==> config.mk <==
export PLATFORM = sky130hd
export DESIGN_NAME = slp_ctrl
export DESIGN_NICKNAME = d
export VERILOG_FILES = /design/src/rtl/slp_pkg.sv /design/src/rtl/slp_sync.sv /design/src/rtl/slp_fsm.sv /design/src/rtl/slp_gate.sv /design/src/rtl/slp_ctrl.sv
export SDC_FILE = /design/constraint.sdc
export NUM_CORES = 1
export LEC_CHECK = 0
export BUFFER_PORTS_ARGS = -buffer_cell sky130_fd_sc_hd__clkbuf_2
export CAP_MARGIN = 20
export CORE_AREA = 4 4 41 43
export CTS_CLUSTER_SIZE = 25
export DETAILED_ROUTE_END_ITERATION = 16
export DIE_AREA = 0 0 45 47
export PLACE_DENSITY_LB_ADDON = 0.3
export SLEW_MARGIN = 10
export SYNTH_ARGS = -nofsm -noshare
export SYNTH_HDL_FRONTEND = slang
export SYNTH_SLANG_ARGS = --single-unit
==> constraint.sdc <==
create_clock -name clk -period 1.35 [get_ports clk]
set_input_delay 0.405 -clock clk [delete_from_list [all_inputs] [get_ports clk]]
set_output_delay 0.405 -clock clk [all_outputs]
set_load 0.02 [all_outputs]
==> src/rtl/slp_pkg.sv <==
package slp_pkg;

   typedef enum logic [1:0] {
      ST_RUN   = 2'd0,
      ST_ENTER = 2'd1,
      ST_SLEEP = 2'd2,
      ST_WAKE  = 2'd3
   } slp_state_e;

   typedef enum logic [1:0] {
      CMD_IDLE = 2'd0,
      CMD_RD   = 2'd1,
      CMD_WR   = 2'd2,
      CMD_CONT = 2'd3
   } cmd_kind_e;

   function automatic int max2(input int a, input int b);
      return (a > b) ? a : b;
   endfunction

endpackage

==> src/rtl/slp_sync.sv <==
module slp_sync #(
   parameter int STAGES = 2
) (
   input  logic clk,
   input  logic rst_n,
   input  logic d_async,
   output logic q_sync
);

   generate
      if (STAGES == 0) begin : g_bypass
         assign q_sync = d_async;
      end else begin : g_chain
         logic [STAGES-1:0] sr;
         always_ff @(posedge clk or negedge rst_n) begin
            if (!rst_n) begin
               sr <= '0;
            end else begin
               for (int i = STAGES - 1; i > 0; i--) begin
                  sr[i] <= sr[i-1];
               end
               sr[0] <= d_async;
            end
         end
         assign q_sync = sr[STAGES-1];
      end
   endgenerate

endmodule

==> src/rtl/slp_fsm.sv <==
module slp_fsm
   import slp_pkg::*;
#(
   parameter int ENTRY_CYC = 2,
   parameter int WAKE_CYC  = 2
) (
   input  logic       clk,
   input  logic       rst_n,
   input  logic       req_s,
   input  logic       burst_busy,
   output slp_state_e state,
   output logic       pend_err
);

   localparam int MAXC  = max2(ENTRY_CYC, WAKE_CYC);
   localparam int CNT_W = (MAXC < 2) ? 1 : $clog2(MAXC + 1);
   localparam logic [CNT_W-1:0] ENTRY_LAST = CNT_W'(ENTRY_CYC - 1);
   localparam logic [CNT_W-1:0] WAKE_LAST  = CNT_W'(WAKE_CYC - 1);

   slp_state_e       st_q, st_d;
   logic [CNT_W-1:0] cnt_q, cnt_d;
   logic             err_d;

   always_comb begin
      st_d  = st_q;
      cnt_d = cnt_q;
      err_d = 1'b0;
      unique case (st_q)
         ST_RUN: begin
            if (req_s) begin
               st_d  = ST_ENTER;
               cnt_d = '0;
               err_d = burst_busy;
            end
         end
         ST_ENTER: begin
            if (!req_s) begin
               st_d  = ST_RUN;
               cnt_d = '0;
            end else if (cnt_q == ENTRY_LAST) begin
               st_d  = ST_SLEEP;
               cnt_d = '0;
            end else begin
               cnt_d = cnt_q + 1'b1;
            end
         end
         ST_SLEEP: begin
            if (!req_s) begin
               st_d  = ST_WAKE;
               cnt_d = '0;
            end
         end
         ST_WAKE: begin
            if (req_s) begin
               st_d  = ST_ENTER;
               cnt_d = '0;
            end else if (cnt_q == WAKE_LAST) begin
               st_d  = ST_RUN;
               cnt_d = '0;
            end else begin
               cnt_d = cnt_q + 1'b1;
            end
         end
         default: begin
            st_d  = ST_RUN;
            cnt_d = '0;
         end
      endcase
   end

   always_ff @(posedge clk or negedge rst_n) begin
      if (!rst_n) begin
         st_q     <= ST_RUN;
         cnt_q    <= '0;
         pend_err <= 1'b0;
      end else begin
         st_q     <= st_d;
         cnt_q    <= cnt_d;
         pend_err <= err_d;
      end
   end

   assign state = st_q;

endmodule

==> src/rtl/slp_gate.sv <==
module slp_gate
   import slp_pkg::*;
(
   input  slp_state_e state,
   input  logic       cmd_valid,
   input  logic [1:0] cmd_kind,
   output logic       cmd_accept,
   output logic       wr_reject,
   output logic       out_hiz,
   output logic       asleep,
   output logic       recovering
);

   logic safe_kind;

   always_comb begin
      safe_kind  = (cmd_kind == CMD_IDLE) || (cmd_kind == CMD_RD);
      cmd_accept = 1'b0;
      wr_reject  = 1'b0;
      unique case (state)
         ST_RUN, ST_ENTER: cmd_accept = cmd_valid;
         ST_WAKE: begin
            cmd_accept = cmd_valid && safe_kind;
            wr_reject  = cmd_valid && !safe_kind;
         end
         default: cmd_accept = 1'b0;
      endcase
   end

   assign asleep     = (state == ST_SLEEP);
   assign out_hiz    = (state == ST_SLEEP);
   assign recovering = (state == ST_WAKE);

endmodule

==> src/rtl/slp_ctrl.sv <==
module slp_ctrl
   import slp_pkg::*;
#(
   parameter int SYNC_STAGES = 2,
   parameter int ENTRY_CYC   = 2,
   parameter int WAKE_CYC    = 2
) (
   input  logic       clk,
   input  logic       rst_n,
   input  logic       sleep_req,
   input  logic       burst_busy,
   input  logic       cmd_valid,
   input  logic [1:0] cmd_kind,
   output logic       cmd_accept,
   output logic       wr_reject,
   output logic       out_hiz,
   output logic       asleep,
   output logic       recovering,
   output logic       pend_err
);

   if (SYNC_STAGES < 0 || SYNC_STAGES > 4) begin : g_bad_sync
      $error("slp_ctrl: SYNC_STAGES must be 0..4");
   end
   if (ENTRY_CYC < 1 || ENTRY_CYC > 15) begin : g_bad_entry
      $error("slp_ctrl: ENTRY_CYC must be 1..15");
   end
   if (WAKE_CYC < 1 || WAKE_CYC > 15) begin : g_bad_wake
      $error("slp_ctrl: WAKE_CYC must be 1..15");
   end

   logic       req_s;
   slp_state_e state;

   slp_sync #(.STAGES(SYNC_STAGES)) u_sync (
      .clk     (clk),
      .rst_n   (rst_n),
      .d_async (sleep_req),
      .q_sync  (req_s)
   );

   slp_fsm #(.ENTRY_CYC(ENTRY_CYC), .WAKE_CYC(WAKE_CYC)) u_fsm (
      .clk        (clk),
      .rst_n      (rst_n),
      .req_s      (req_s),
      .burst_busy (burst_busy),
      .state      (state),
      .pend_err   (pend_err)
   );

   slp_gate u_gate (
      .state      (state),
      .cmd_valid  (cmd_valid),
      .cmd_kind   (cmd_kind),
      .cmd_accept (cmd_accept),
      .wr_reject  (wr_reject),
      .out_hiz    (out_hiz),
      .asleep     (asleep),
      .recovering (recovering)
   );

endmodule

==> After elaboration in Yosys (flattened, before gate mapping) <==
Index checks and enable logic that the tools add are counted.
{ "totals": {"register_bits": 7, "output_inout_bits": 6, "elab_cells": 40} }
{ "classes": {"add_sub_neg": 1, "n_eq_ne": 9, "muxes": 17, "n_reduce_logical": 9} }
{ "ops": {"columns": ["op", "count"], "rows": [
  ["2-bit 2-to-1 mux", 11],
  ["2-bit case mux with 4 select lines", 2],
  ["2-bit by 1-bit equality test with 1-bit output (second input constant)", 3],
  ["2-bit equality test (second input constant)", 2],
  ["2-bit logical NOT", 2],
  ["2-bit != test (second input constant)", 2],
  ["4-bit AND reduction", 1],
  ["1-bit 2-to-1 mux", 3],
  ["3-bit by 1-bit != test with 1-bit output (second input constant)", 1],
  ["3-bit by 2-bit != test with 1-bit output (second input constant)", 1],
  ["2-bit by 1-bit adder with 2-bit output (second input constant)", 1],
  ["1-bit logical AND", 2],
  ["1-bit case mux with 2 select lines", 1],
  ["2-bit AND reduction", 1],
  ["2-bit OR reduction", 1],
  ["1-bit logical NOT", 1],
  ["1-bit logical OR", 1]
]} }

==> Logic depth before layout (Yosys ltp) <==
{ "logic_depth": {"ltp_word": 5, "ltp_mapped": 3, "mapped_depth_nobuf": 2} }

==> Modules after synthesis <==
A second synthesis with hierarchy kept.
{ "unflattened": {"hier_cells": 31, "hier_area_um2": 351.6} }
{ "modules_own_cells": {"columns": ["mod", "n_inst", "cells_each", "area_per_inst_um2", "seq_area_each_um2"], "rows": [
  ["slp_fsm", 1, 23, 256.5, 125.1],
  ["slp_sync", 1, 2, 50.0, 50.0],
  ["slp_gate", 1, 6, 45.0, 0.0]
]} }

==> Least setup slack after synthesis <==
OpenSTA, ideal clock, no wires.
{ "synth_timing": {"path_type": "reg2out", "from": "reg (tool-made name)", "to": "out out_hiz", "arrival_time_ns": 1.141, "t_required_ns": 0.945, "setup_slack_ns": -0.196, "path_stages_with_launch": 4, "path_buffers": 2, "cell_sequence": "dfrtp_1 buf_6 nor2b_1 buf_4"} }
{ "synth_lines": {"columns": ["item", "line_no", "source"], "rows": [
  ["end, declared", "slp_ctrl.sv:16", "output logic out_hiz,"]
]} }

==> qor.csv <==
stage,metric,value,unit
job,number of max-cap violations,0,
yosys,yosys warns,0,
drt,DRT iter0 DRCs,5,
cells_and_area,layout cell share with drive strength beyond 1,51.0,%
status,status,finished with violations,
drt,vias per inst,4.36,
yosys,Syn Nets,38,
yosys,multiplexer area fraction after synthesis,5.71,%
yosys,Adder-Cell Fraction of Synth Area,0,%
die,initial core utilization,26.9,%
cells_and_area,"commonest cells after routing, fill and taps aside","7 x dfrtp_1, 6 x clkbuf_2, 5 x nand2b_1, 5 x buf_4, 4 x buf_6",
cells_and_area,fill count,145,
die,die area,2120,um^2
worst_setup_path,Max Fanout on Critical Path,3,
placed_design,IO Port Bufs,11,
yosys,synth top area cells,"dfrtp_1 50%, nand2b_1 8.9%, mux2i_1 5.7%",
cells_and_area,Final Util,42.6,%
drt,DR pass1 iterations,3,
worst_setup_path,CP endpoint kind,output pin,
timing,Worst-Margin Slew,0.264,ns
cells_and_area,"most common cell after layout, fill and taps aside",dfrtp_1,
worst_setup_path,startpoint types,register,
placed_design,DP Area,429,um^2
cells_and_area,cell area after layout,554,um^2
placed_design,Final Wtd Congestion,0.649,
cts,Clock transition at path regs,0.05,ns
yosys,post-synthesis compound-gate area fraction,9.29,%
worst_setup_path,Setup CP Type,register to output pin,
drt,Post-DRT Antenna Nets,0,
timing,Setup Skew,0.000243,ns
global_route,vias in the first global route,267,
global_route,GRT overflow,0,
cells_and_area,Ant. Diodes,0,
die,Die W,45,um
global_route,met2 GRT Util,12.1,%
yosys,Post-Syn Area,350,um^2
drt,WL/cell,11.1,um
yosys,XOR/XNOR share of the synthesized area,2.50,%
timing,Final TNS setup,-0.554,ns
cells_and_area,P&R area growth vs syn,58.2,%
global_route,initial antenna violation count,0,
yosys,sequential area share after synthesis,50.0,%
timing,Peak Freq,674,MHz
global_route,met3 Use GR,4.60,%
timing,Final Hold Fails,0,
die,die height,47,um
cts,Max clock buf depth,2,
drt,WL final,732,um
timing,fin. max-slew vios,0,
worst_setup_path,Worst Path Arrival,1.08,ns
cts,CTS root buffer,clkbuf_4,
placed_design,post-DP HPWL,484,um
yosys,Seq cells post-synth,7,
drt,DRC viols,0,
cts,H-tree levels,1,
global_route,largest net degree at the start of global routing,8,
die,I/O pin cnt,13,
die,# rows,13,
timing,RSZ-0062 raised after global routing,yes,
yosys,largest family of logic cells by synthesized area,simple AND/OR/NAND/NOR gates,
cts,Clock Sinks,7,
cts,CTS tree,built,
die,core footprint,1300,um^2
yosys,Mean Syn Cell Area,11.3,um^2
worst_setup_path,Critical Path RT,0.95,ns
global_route,first-pass GRT wire length,1120,um
yosys,Yosys cell types,17,
power,VDD IR-drop max,684,uV
global_route,met1 usage,8.12,%
timing,number of setup violations in the final report,5,
status,violated checks,negative setup slack,
worst_hold_path,HP Class,input pin to register,
timing,Hold Slack,0.263,ns
yosys,Mapped Cells,31,
timing,Setup WS post-layout,-0.135,ns
power,Leakage,0.000269,uW
timing,post-layout min period,1.48,ns
placed_design,DP Worst Slack,-0.00322,ns
yosys,share of the synthesized area in the top cell type,50.0,%
timing,period utilization,110,%
cells_and_area,final net count,59,
drt,routed via count,288,
power,Pwr Density,1750,nW/um^2
yosys,largest area contributor in the netlist,dfrtp_1,
cts,CTS Buf Count,3,
timing,relative slew slack,82.4,%
cts,insertion delay to the later sink of the worst-skew pair,0.24,ns
global_route,GRT busiest layer,met2,
global_route,GRT Overall Usage,7.88,%
yosys,simple-gate share of the synthesized area,27.1,%
==> worst max-delay path, cell delays in order, from the launching register on <==
cell and delay, ns:
dfrtp_1 0.40, and2_4 0.17, and3_4 0.14, buf_8 0.12
==> power by group <==
part,internal (uW),switching [uW],leakage [uW]
Clock,113,74.8,0.0000150
Sequential,254,41.9,0.0000883
Combinational,281,206,0.000166
Total,648,323,0.000269
==> path summary, 6_finish.rpt <==
kind                                           startpoint                        endpoint  slack (ns)  cells past startpoint
max                                              register                       wr_reject       -0.13                      3
min                                             sleep_req  u_sync.g_chain.sr[0]$_DFF_PN0_        0.26                      1
max reg2reg                    u_fsm.state[0]$_DFFE_PN0P_                        register        0.07                      4
min reg2reg                u_sync.g_chain.sr[0]$_DFF_PN0_  u_sync.g_chain.sr[1]$_DFF_PN0_        0.35                      0
max in group asynchronous                           rst_n  u_sync.g_chain.sr[1]$_DFF_PN0_        0.65                      2
min in group asynchronous                           rst_n  u_sync.g_chain.sr[0]$_DFF_PN0_        0.53                      2
==> stage by stage <==
step	power, uW	std cells
6_report	970	66
5_1_grt	1050	66
4_1_cts	930	65
3_5_place_dp	626	57
3_3_place_gp	625	57
2_1_floorplan	547	31
==> layer usage <==
| layer | vias up | share of wire (%) |
|---|---|---|
| li1 | 145 | - |
| met1 | 139 | 40 |
| met2 | 4 | 55 |
| met3 | 0 | 4.4 |
| met4 | 0 | 0 |
| met5 | - | 0 |
==> timing repair <==
action / in CTS / in global routing
setup endpoints to repair: 5 / 6
setup buffers: 3 / 1
hold endpoints to repair: 7 / 0
pin swaps: 3 / 2
gates resized for setup: 11 / 8
hold buffers: 1 / 0
==> layout make-up <==
| class | count | area (um^2) | share of cell area [%] |
|---|---|---|---|
| clock buffer | 4 | 26.3 | 4.74 |
| tap | 15 | 18.8 | 3.39 |
| timing repair buffer | 18 | 151 | 27.3 |
| multi-input combinational | 22 | 183 | 33.0 |
| sequential | 7 | 175 | 31.6 |
==> synthesized netlist by cell type (all sizes together) <==
library cell	instances
and3	1
and3b	1
mux2i	2
a21boi	1
nand2	2
nor2	1
nand2b	5
and2	1
nand3b	1
a221oi	1
nor2b	3
dfrtp	7
nor3	1
buf	2
xnor2	1
a221o	1
==> logic make-up after synthesis <==
group,after synthesis
mux,2
compound gates,3
simple gates,16
xor+xnor,1
buf+inv,2
flops,7
Note: power is estimated with default switching activity, not from simulation.
